File: src/rtl/dma_xlat_pkg.sv
package dma_xlat_pkg;
    localparam int ADDR_W = 64;
    localparam int DMA_W  = 34;

    // window size field and fixed mapping constants
    localparam logic [ADDR_W-1:0] WIN_FIELD  = 64'h0000_0000_FFF0_0000;
    localparam logic [ADDR_W-1:0] DIRECT_LOW = 64'h0000_0000_000F_FFFF;
    localparam logic [ADDR_W-1:0] PTE_IDX    = 64'h0000_0000_000F_E000;
    localparam logic [ADDR_W-1:0] PTE_ALIGN  = 64'h0000_0000_0000_03FF;
    localparam logic [ADDR_W-1:0] PAGE_OFF   = 64'h0000_0000_0000_1FFF;
    localparam int PTE_SHIFT  = 10;
    localparam int PAGE_SHIFT = 12;
    localparam logic [ADDR_W-1:0] DMA_KEEP = (64'd1 << DMA_W) - 64'd1;

    // bit positions inside the base register
    localparam int EN_BIT = 0;
    localparam int SG_BIT = 1;

    typedef enum logic [1:0] {
        SEL_BASE  = 2'd0,
        SEL_MASK  = 2'd1,
        SEL_TBASE = 2'd2,
        SEL_NONE  = 2'd3
    } cfg_sel_e;

    typedef enum logic [1:0] {
        ST_IDLE  = 2'd0,
        ST_FETCH = 2'd1,
        ST_RESP  = 2'd2
    } xlat_state_e;

    typedef struct packed {
        logic [ADDR_W-1:0] base;
        logic [ADDR_W-1:0] mask;
        logic [ADDR_W-1:0] tbase;
    } win_cfg_t;
endpackage

File: src/rtl/dma_xlat_win_regs.sv
module dma_xlat_win_regs
    import dma_xlat_pkg::*;
#(
    parameter int NUM_WIN = 4,
    localparam int IDX_W  = (NUM_WIN > 1) ? $clog2(NUM_WIN) : 1
) (
    input  logic                     clk,
    input  logic                     rst_n,
    input  logic                     cfg_we,
    input  logic [IDX_W-1:0]         cfg_win,
    input  logic [1:0]               cfg_sel,
    input  logic [ADDR_W-1:0]        cfg_wdata,
    output win_cfg_t [NUM_WIN-1:0]   cfg_o
);
    win_cfg_t [NUM_WIN-1:0] cfg_d, cfg_q;

    always_comb begin
        cfg_d = cfg_q;
        if (cfg_we) begin
            for (int i = 0; i < NUM_WIN; i++) begin
                if (cfg_win == IDX_W'(i)) begin
                    case (cfg_sel_e'(cfg_sel))
                        SEL_BASE:  cfg_d[i].base  = cfg_wdata;
                        SEL_MASK:  cfg_d[i].mask  = cfg_wdata;
                        SEL_TBASE: cfg_d[i].tbase = cfg_wdata;
                        default:   ;
                    endcase
                end
            end
        end
    end

    always_ff @(posedge clk) begin
        if (!rst_n) cfg_q <= '0;
        else        cfg_q <= cfg_d;
    end

    assign cfg_o = cfg_q;


    unused_sel_chk: assert property (@(posedge clk) disable iff (!rst_n)
        (cfg_we && cfg_sel == 2'd3) |=> $stable(cfg_q));
endmodule

File: src/rtl/dma_xlat_win_eval.sv
module dma_xlat_win_eval
    import dma_xlat_pkg::*;
(
    input  win_cfg_t            cfg,
    input  logic [ADDR_W-1:0]   bus_addr,
    output logic                hit,
    output logic                sg,
    output logic [ADDR_W-1:0]   direct_addr,
    output logic [ADDR_W-1:0]   pte_addr
);
    logic [ADDR_W-1:0] cmp_mask;
    logic [ADDR_W-1:0] size_bits;
    logic [ADDR_W-1:0] pass_mask;
    logic [ADDR_W-1:0] tb_keep;
    logic [ADDR_W-1:0] idx_mask;
    logic              match;

    always_comb begin
        size_bits   = cfg.mask & WIN_FIELD;
        cmp_mask    = ~cfg.mask & WIN_FIELD;
        match       = (bus_addr & cmp_mask) == (cfg.base & cmp_mask);
        hit         = match && cfg.base[EN_BIT];
        sg          = cfg.base[SG_BIT];
        pass_mask   = size_bits | DIRECT_LOW;
        direct_addr = ((cfg.tbase & ~pass_mask) | (bus_addr & pass_mask)) & DMA_KEEP;
        tb_keep     = ~((size_bits >> PTE_SHIFT) | PTE_ALIGN);
        idx_mask    = size_bits | PTE_IDX;
        pte_addr    = (cfg.tbase & tb_keep) | ((bus_addr & idx_mask) >> PTE_SHIFT);
    end


    direct_trunc_chk: assert final (direct_addr[ADDR_W-1:DMA_W] == '0);
endmodule

File: src/rtl/dma_xlat_first_hit.sv
module dma_xlat_first_hit #(
    parameter int NUM_WIN = 4,
    localparam int IDX_W  = (NUM_WIN > 1) ? $clog2(NUM_WIN) : 1
) (
    input  logic [NUM_WIN-1:0] hit,
    output logic [NUM_WIN-1:0] grant,
    output logic               any_hit,
    output logic [IDX_W-1:0]   idx
);
    always_comb begin
        grant   = '0;
        any_hit = 1'b0;
        idx     = '0;
        for (int i = 0; i < NUM_WIN; i++) begin
            if (hit[i] && !any_hit) begin
                any_hit  = 1'b1;
                grant[i] = 1'b1;
                idx      = IDX_W'(i);
            end
        end
    end


    grant_onehot_chk: assert final ($onehot0(grant));

    grant_lowest_chk: assert final (((grant - 1'b1) & hit & {NUM_WIN{any_hit}}) == '0);
endmodule

File: src/rtl/dma_xlat_top.sv
module dma_xlat_top
    import dma_xlat_pkg::*;
#(
    parameter int NUM_WIN = 4,
    localparam int IDX_W  = (NUM_WIN > 1) ? $clog2(NUM_WIN) : 1
) (
    input  logic               clk,
    input  logic               rst_n,
    input  logic               cfg_we,
    input  logic [IDX_W-1:0]   cfg_win,
    input  logic [1:0]         cfg_sel,
    input  logic [ADDR_W-1:0]  cfg_wdata,
    input  logic               req_valid,
    input  logic [ADDR_W-1:0]  req_addr,
    output logic               busy,
    output logic               done,
    output logic [ADDR_W-1:0]  res_addr,
    output logic               mem_req,
    output logic [ADDR_W-1:0]  mem_addr,
    input  logic               mem_rvalid,
    input  logic [ADDR_W-1:0]  mem_rdata
);
    typedef struct packed {
        xlat_state_e       st;
        logic [ADDR_W-1:0] bus;
        logic [ADDR_W-1:0] res;
        logic [ADDR_W-1:0] maddr;
        logic              mreq;
    } ctl_t;

    win_cfg_t [NUM_WIN-1:0] cfg;
    logic [NUM_WIN-1:0]     hit, sg, grant;
    logic [ADDR_W-1:0]      direct_a [NUM_WIN];
    logic [ADDR_W-1:0]      pte_a    [NUM_WIN];
    logic                   any_hit;
    logic [IDX_W-1:0]       sel_idx;
    logic                   sel_sg;
    logic [ADDR_W-1:0]      sel_direct, sel_pte;
    ctl_t                   c_d, c_q;

    dma_xlat_win_regs #(.NUM_WIN(NUM_WIN)) i_regs (
        .clk       (clk),
        .rst_n     (rst_n),
        .cfg_we    (cfg_we),
        .cfg_win   (cfg_win),
        .cfg_sel   (cfg_sel),
        .cfg_wdata (cfg_wdata),
        .cfg_o     (cfg)
    );

    for (genvar w = 0; w < NUM_WIN; w++) begin : g_win
        dma_xlat_win_eval i_eval (
            .cfg         (cfg[w]),
            .bus_addr    (req_addr),
            .hit         (hit[w]),
            .sg          (sg[w]),
            .direct_addr (direct_a[w]),
            .pte_addr    (pte_a[w])
        );
    end

    dma_xlat_first_hit #(.NUM_WIN(NUM_WIN)) i_pick (
        .hit     (hit),
        .grant   (grant),
        .any_hit (any_hit),
        .idx     (sel_idx)
    );

    always_comb begin
        sel_sg     = 1'b0;
        sel_direct = '0;
        sel_pte    = '0;
        for (int i = 0; i < NUM_WIN; i++) begin
            if (sel_idx == IDX_W'(i)) begin
                sel_sg     = sg[i];
                sel_direct = direct_a[i];
                sel_pte    = pte_a[i];
            end
        end
    end

    always_comb begin
        c_d = c_q;
        case (c_q.st)
            ST_IDLE: begin
                if (req_valid) begin
                    c_d.bus = req_addr;
                    if (any_hit && sel_sg) begin
                        c_d.st    = ST_FETCH;
                        c_d.mreq  = 1'b1;
                        c_d.maddr = sel_pte;
                    end else begin
                        c_d.st  = ST_RESP;
                        c_d.res = any_hit ? sel_direct : req_addr;
                    end
                end
            end
            ST_FETCH: begin
                if (mem_rvalid) begin
                    c_d.mreq = 1'b0;
                    c_d.res  = (((mem_rdata & ~64'd1) << PAGE_SHIFT)
                               | (c_q.bus & PAGE_OFF)) & DMA_KEEP;
                    c_d.st   = ST_RESP;
                end
            end
            ST_RESP:  c_d.st = ST_IDLE;
            default:  c_d.st = ST_IDLE;
        endcase
    end

    always_ff @(posedge clk) begin
        if (!rst_n) c_q <= '{st: ST_IDLE, default: '0};
        else        c_q <= c_d;
    end

    assign busy     = (c_q.st != ST_IDLE);
    assign done     = (c_q.st == ST_RESP);
    assign res_addr = c_q.res;
    assign mem_req  = c_q.mreq;
    assign mem_addr = c_q.maddr;


    direct_done_chk: assert property (@(posedge clk) disable iff (!rst_n)
        (req_valid && !busy && !(any_hit && sel_sg)) |=> done);

    fetch_done_chk: assert property (@(posedge clk) disable iff (!rst_n)
        (mem_req && mem_rvalid) |=> (done && !mem_req));

    done_pulse_chk: assert property (@(posedge clk) disable iff (!rst_n)
        done |=> !done);

    req_hold_chk: assert property (@(posedge clk) disable iff (!rst_n)
        (mem_req && !mem_rvalid) |=> (mem_req && $stable(mem_addr)));

    busy_ignore_chk: assert property (@(posedge clk) disable iff (!rst_n)
        (busy && !done && !mem_rvalid) |=> ($stable(res_addr) && !done));

    sg_start_chk: assert property (@(posedge clk) disable iff (!rst_n)
        (req_valid && !busy && any_hit && sel_sg) |=> (mem_req && !done));
endmodule

File: config.mk
export PLATFORM = sky130hd
export DESIGN_NAME = dma_xlat_top
export DESIGN_NICKNAME = d
export VERILOG_FILES = /design/src/rtl/dma_xlat_pkg.sv /design/src/rtl/dma_xlat_win_regs.sv /design/src/rtl/dma_xlat_win_eval.sv /design/src/rtl/dma_xlat_first_hit.sv /design/src/rtl/dma_xlat_top.sv
export SDC_FILE = /design/constraint.sdc
export NUM_CORES = 1
export LEC_CHECK = 0
export BUFFER_PORTS_ARGS = -buffer_cell sky130_fd_sc_hd__buf_2
export CORE_UTILIZATION = 40
export CTS_CLUSTER_DIAMETER = 50
export DETAILED_ROUTE_END_ITERATION = 6
export PLACE_DENSITY_LB_ADDON = 0.2
export REMOVE_ABC_BUFFERS = 1
export SKIP_LAST_GASP = 1
export SLEW_MARGIN = 20
export SYNTH_ARGS = -nofsm -noshare
export SYNTH_HDL_FRONTEND = slang
export SYNTH_SLANG_ARGS = --single-unit
File: constraint.sdc
create_clock -name clk -period 2.8 [get_ports clk]
set_input_delay 0.28 -clock clk [delete_from_list [all_inputs] [get_ports clk]]
set_output_delay 0.28 -clock clk [all_outputs]
set_load 0.01 [all_outputs]
==> results.json <==
{
  "core_area_mm2": 0.0515,
  "vias": 20400,
  "whs_path_depth": 3,
  "drv_cap": 0,
  "worstSetupEndpointType": "flip-flop",
  "root_buffer": "clkbuf_16",
  "htree_levels": 2,
  "tritoncts": "done",
  "synth-seq-cells": 461,
  "hold_violations": 0,
  "antenna_found_initial": 7,
  "ctsLongestPathBuffers": 3,
  "slowest_stage": "or4_4",
  "worst-path-buf-inv": 3,
  "hold_ws_ns": 0.0277,
  "drt_iter0_markers": 1800,
  "path_common_cell": "or4_4",
  "row_count": 83,
  "insertion_delay_ns": 0.61,
  "grt_max_degree": 183,
  "clk_pin_slew_worst_paths_ns": 0.06,
  "fin_setup_tns_ns": -39.68,
  "yosysSeqAreaShare": 0.441,
  "crit_fanout": 7,
  "drive_gt1_frac": 0.228,
  "min_to": "mem_req",
  "grt_usage": 0.274,
  "worst_ir_drop_vdd_v": 0.000462,
  "syn_inst": 2675,
  "async_flop_share": 0,
  "rr_worst_depth": 12,
  "drc_errors": 0,
  "wl_mm": 76.4,
  "ys.flop_type": "dfxtp_1",
  "dieArea_mm2": 0.0532,
  "ys_types": 55,
  "r2r-start": "i_regs.cfg_o[730]",
  "cts_buffers": 53,
  "dr.pass1.iters": 6,
  "critical_path.top_delay_family": "simple AND/OR/NAND/NOR gates",
  "cp_num_cells": 12,
  "clock.fmax_mhz": 310,
  "critPathArrivalTime_ns": 3.73,
  "worst_slack_ns": -0.425,
  "violations": "setup timing",
  "wl_per_cell_um": 20.6,
  "min_period_ns": 3.23,
  "nets": 3193,
  "synth_area_mm2": 0.0209,
  "min_from": "rst_n",
  "slew_headroom": 0.330,
  "reg2reg_to": "mem_addr[52]",
  "tightest_slew_ns": 1.01,
  "yosysWarningCount": 0,
  "synth_edf_count": 0,
  "layout_commonest_cell": "nand2_1",
  "path_class": "flip-flop to flip-flop",
  "skew_ns": 0.0132,
  "setup-violations-final": 128,
  "area_growth_pct": 29.8,
  "die_height_um": 231,
  "most-common-layout-cells": "nand2_1, dfxtp_1, a21oi_1",
  "grt_pass1_vias": 19500,
  "cp_cell_sequence": "xnor2_2, o22ai_2, or4_4, or4_4, buf_6, a21oi_4, o22a_1, o221a_4, buf_12, buf_16, nor2_2, a311oi_2",
  "slew_viol_final": 0,
  "leakage_nw": 10.1,
  "dp_hpwl_mm": 45.1,
  "cp_data_required_time_ns": 3.31,
  "syn_area_per_cell_um2": 7.82,
  "rrSetupSlack_ns": -0.43,
  "ant_nets": 0,
  "p_total_mw": 14.7,
  "finalWeightedCongestion": 0.894,
  "drt-vias-per-instance": 5.49,
  "rsz0062_at_grt": "yes",
  "fin_crit_sh": 1.15,
  "grt_pass1_wl_mm": 114,
  "crit_path_start_kind": "flip-flop",
  "crit_path_max_incr_delay_ns": 0.58,
  "die_x_um": 231,
  "start_util": 0.406,
  "boundaryPins": 332,
  "p_per_area_mw_per_mm2": 541,
  "cts_sinks": 461,
  "port_buffers": 277,
  "min_path_type": "input port to flip-flop",
  "status": "finished with violations",
  "overflow": 0
}
[Yosys cell counts (all sizes together) (39+ instances only)]
master,instances,share of area
nor2,123,0.022
a311oi,39,0.016
clkbuf,173,0.031
xnor2,47,0.020
nand2,768,0.14
mux2i,130,0.062
o211ai,41,0.015
dfxtp,461,0.44
o21ai,66,0.016
a21oi,329,0.079
nand3,110,0.026
buf,172,0.056
[worst min-delay path, cell delays in order]
cell and delay, ns:
buf_2 0.14, inv_8 0.09, nor2_1 0.08
[cell type report]
cell class                      count  area [µm²]
Fill cell                        4774       24300
Sequential cell                   461        9230
Timing Repair Buffer              605        4960
Multi-Input combinational cell   1866       10500
Antenna cell                        2        5.00
Clock inverter                     12         131
Clock buffer                       75        1500
Tap cell                          680         851
Inverter                            5        26.3
[stage by stage]
stage	util	area, µm²	cells	worst slack (ns)
4_1_cts	0.517	26600	3686	-0.327
3_3_place_gp	0.446	23000	3450	-0.875
5_1_grt	0.527	27200	3705	-0.492
2_1_floorplan	-	19100	2332	-2.37
6_report	0.527	27200	3706	-0.425
3_5_place_dp	0.446	23000	3450	-0.828
[routing by layer]
layer | wire length, µm | global-route usage
met5 | 65 | 0
met3 | 5690 | 0.0509
met4 | 1890 | 0.0906
met2 | 36300 | 0.466
met1 | 32400 | 0.349
[power breakdown]
| part | internal [mW] | switching, mW | leakage [nW] |
|---|---|---|---|
| sequential | 6.70 | 0.0763 | 3.73 |
| combinational | 0.530 | 0.712 | 5.59 |
| clock | 3.89 | 2.79 | 0.803 |
| total | 11.1 | 3.58 | 10.1 |
[repair_timing]
action	4_1_cts	5_1_grt
buffers inserted	24	12
gates resized for setup	95	90
hold buffers	115	1
endpoints found under the setup margin	128	128
cloned	12	10
hold endpoints to repair	258	1
pin swaps	24	46
[sequential cells by signal, indices dropped and copies added (netlist names)]
signal,cells
i_regs.cfg_o,320
res_addr,64
mem_addr,61
c_q,15
mem_req,1
[how the worst max path moves through the flow]
stage	startpoint	end
after detailed placement	req_addr[23]	res_addr[23]
after CTS	i_regs.cfg_o[727]	mem_addr[60]
after global placement	req_addr[23]	res_addr[29]
after global routing	i_regs.cfg_o[730]	mem_addr[52]
after floorplan	rst_n	res_addr[34]
final	i_regs.cfg_o[730]	mem_addr[52]
[cell families after synthesis]
kind of cell              count (synthesis)  synth area share
muxes                                   149            0.0724
other                                     1          0.000179
buffers and inverters                   350            0.0883
and+or+nand+nor                        1068             0.207
AOI/OAI and AO/OA                       598             0.171
xor gates and xnor gates                 48            0.0201
DFF                                     461             0.441
No activity file was read; power rests on OpenSTA's default activity.
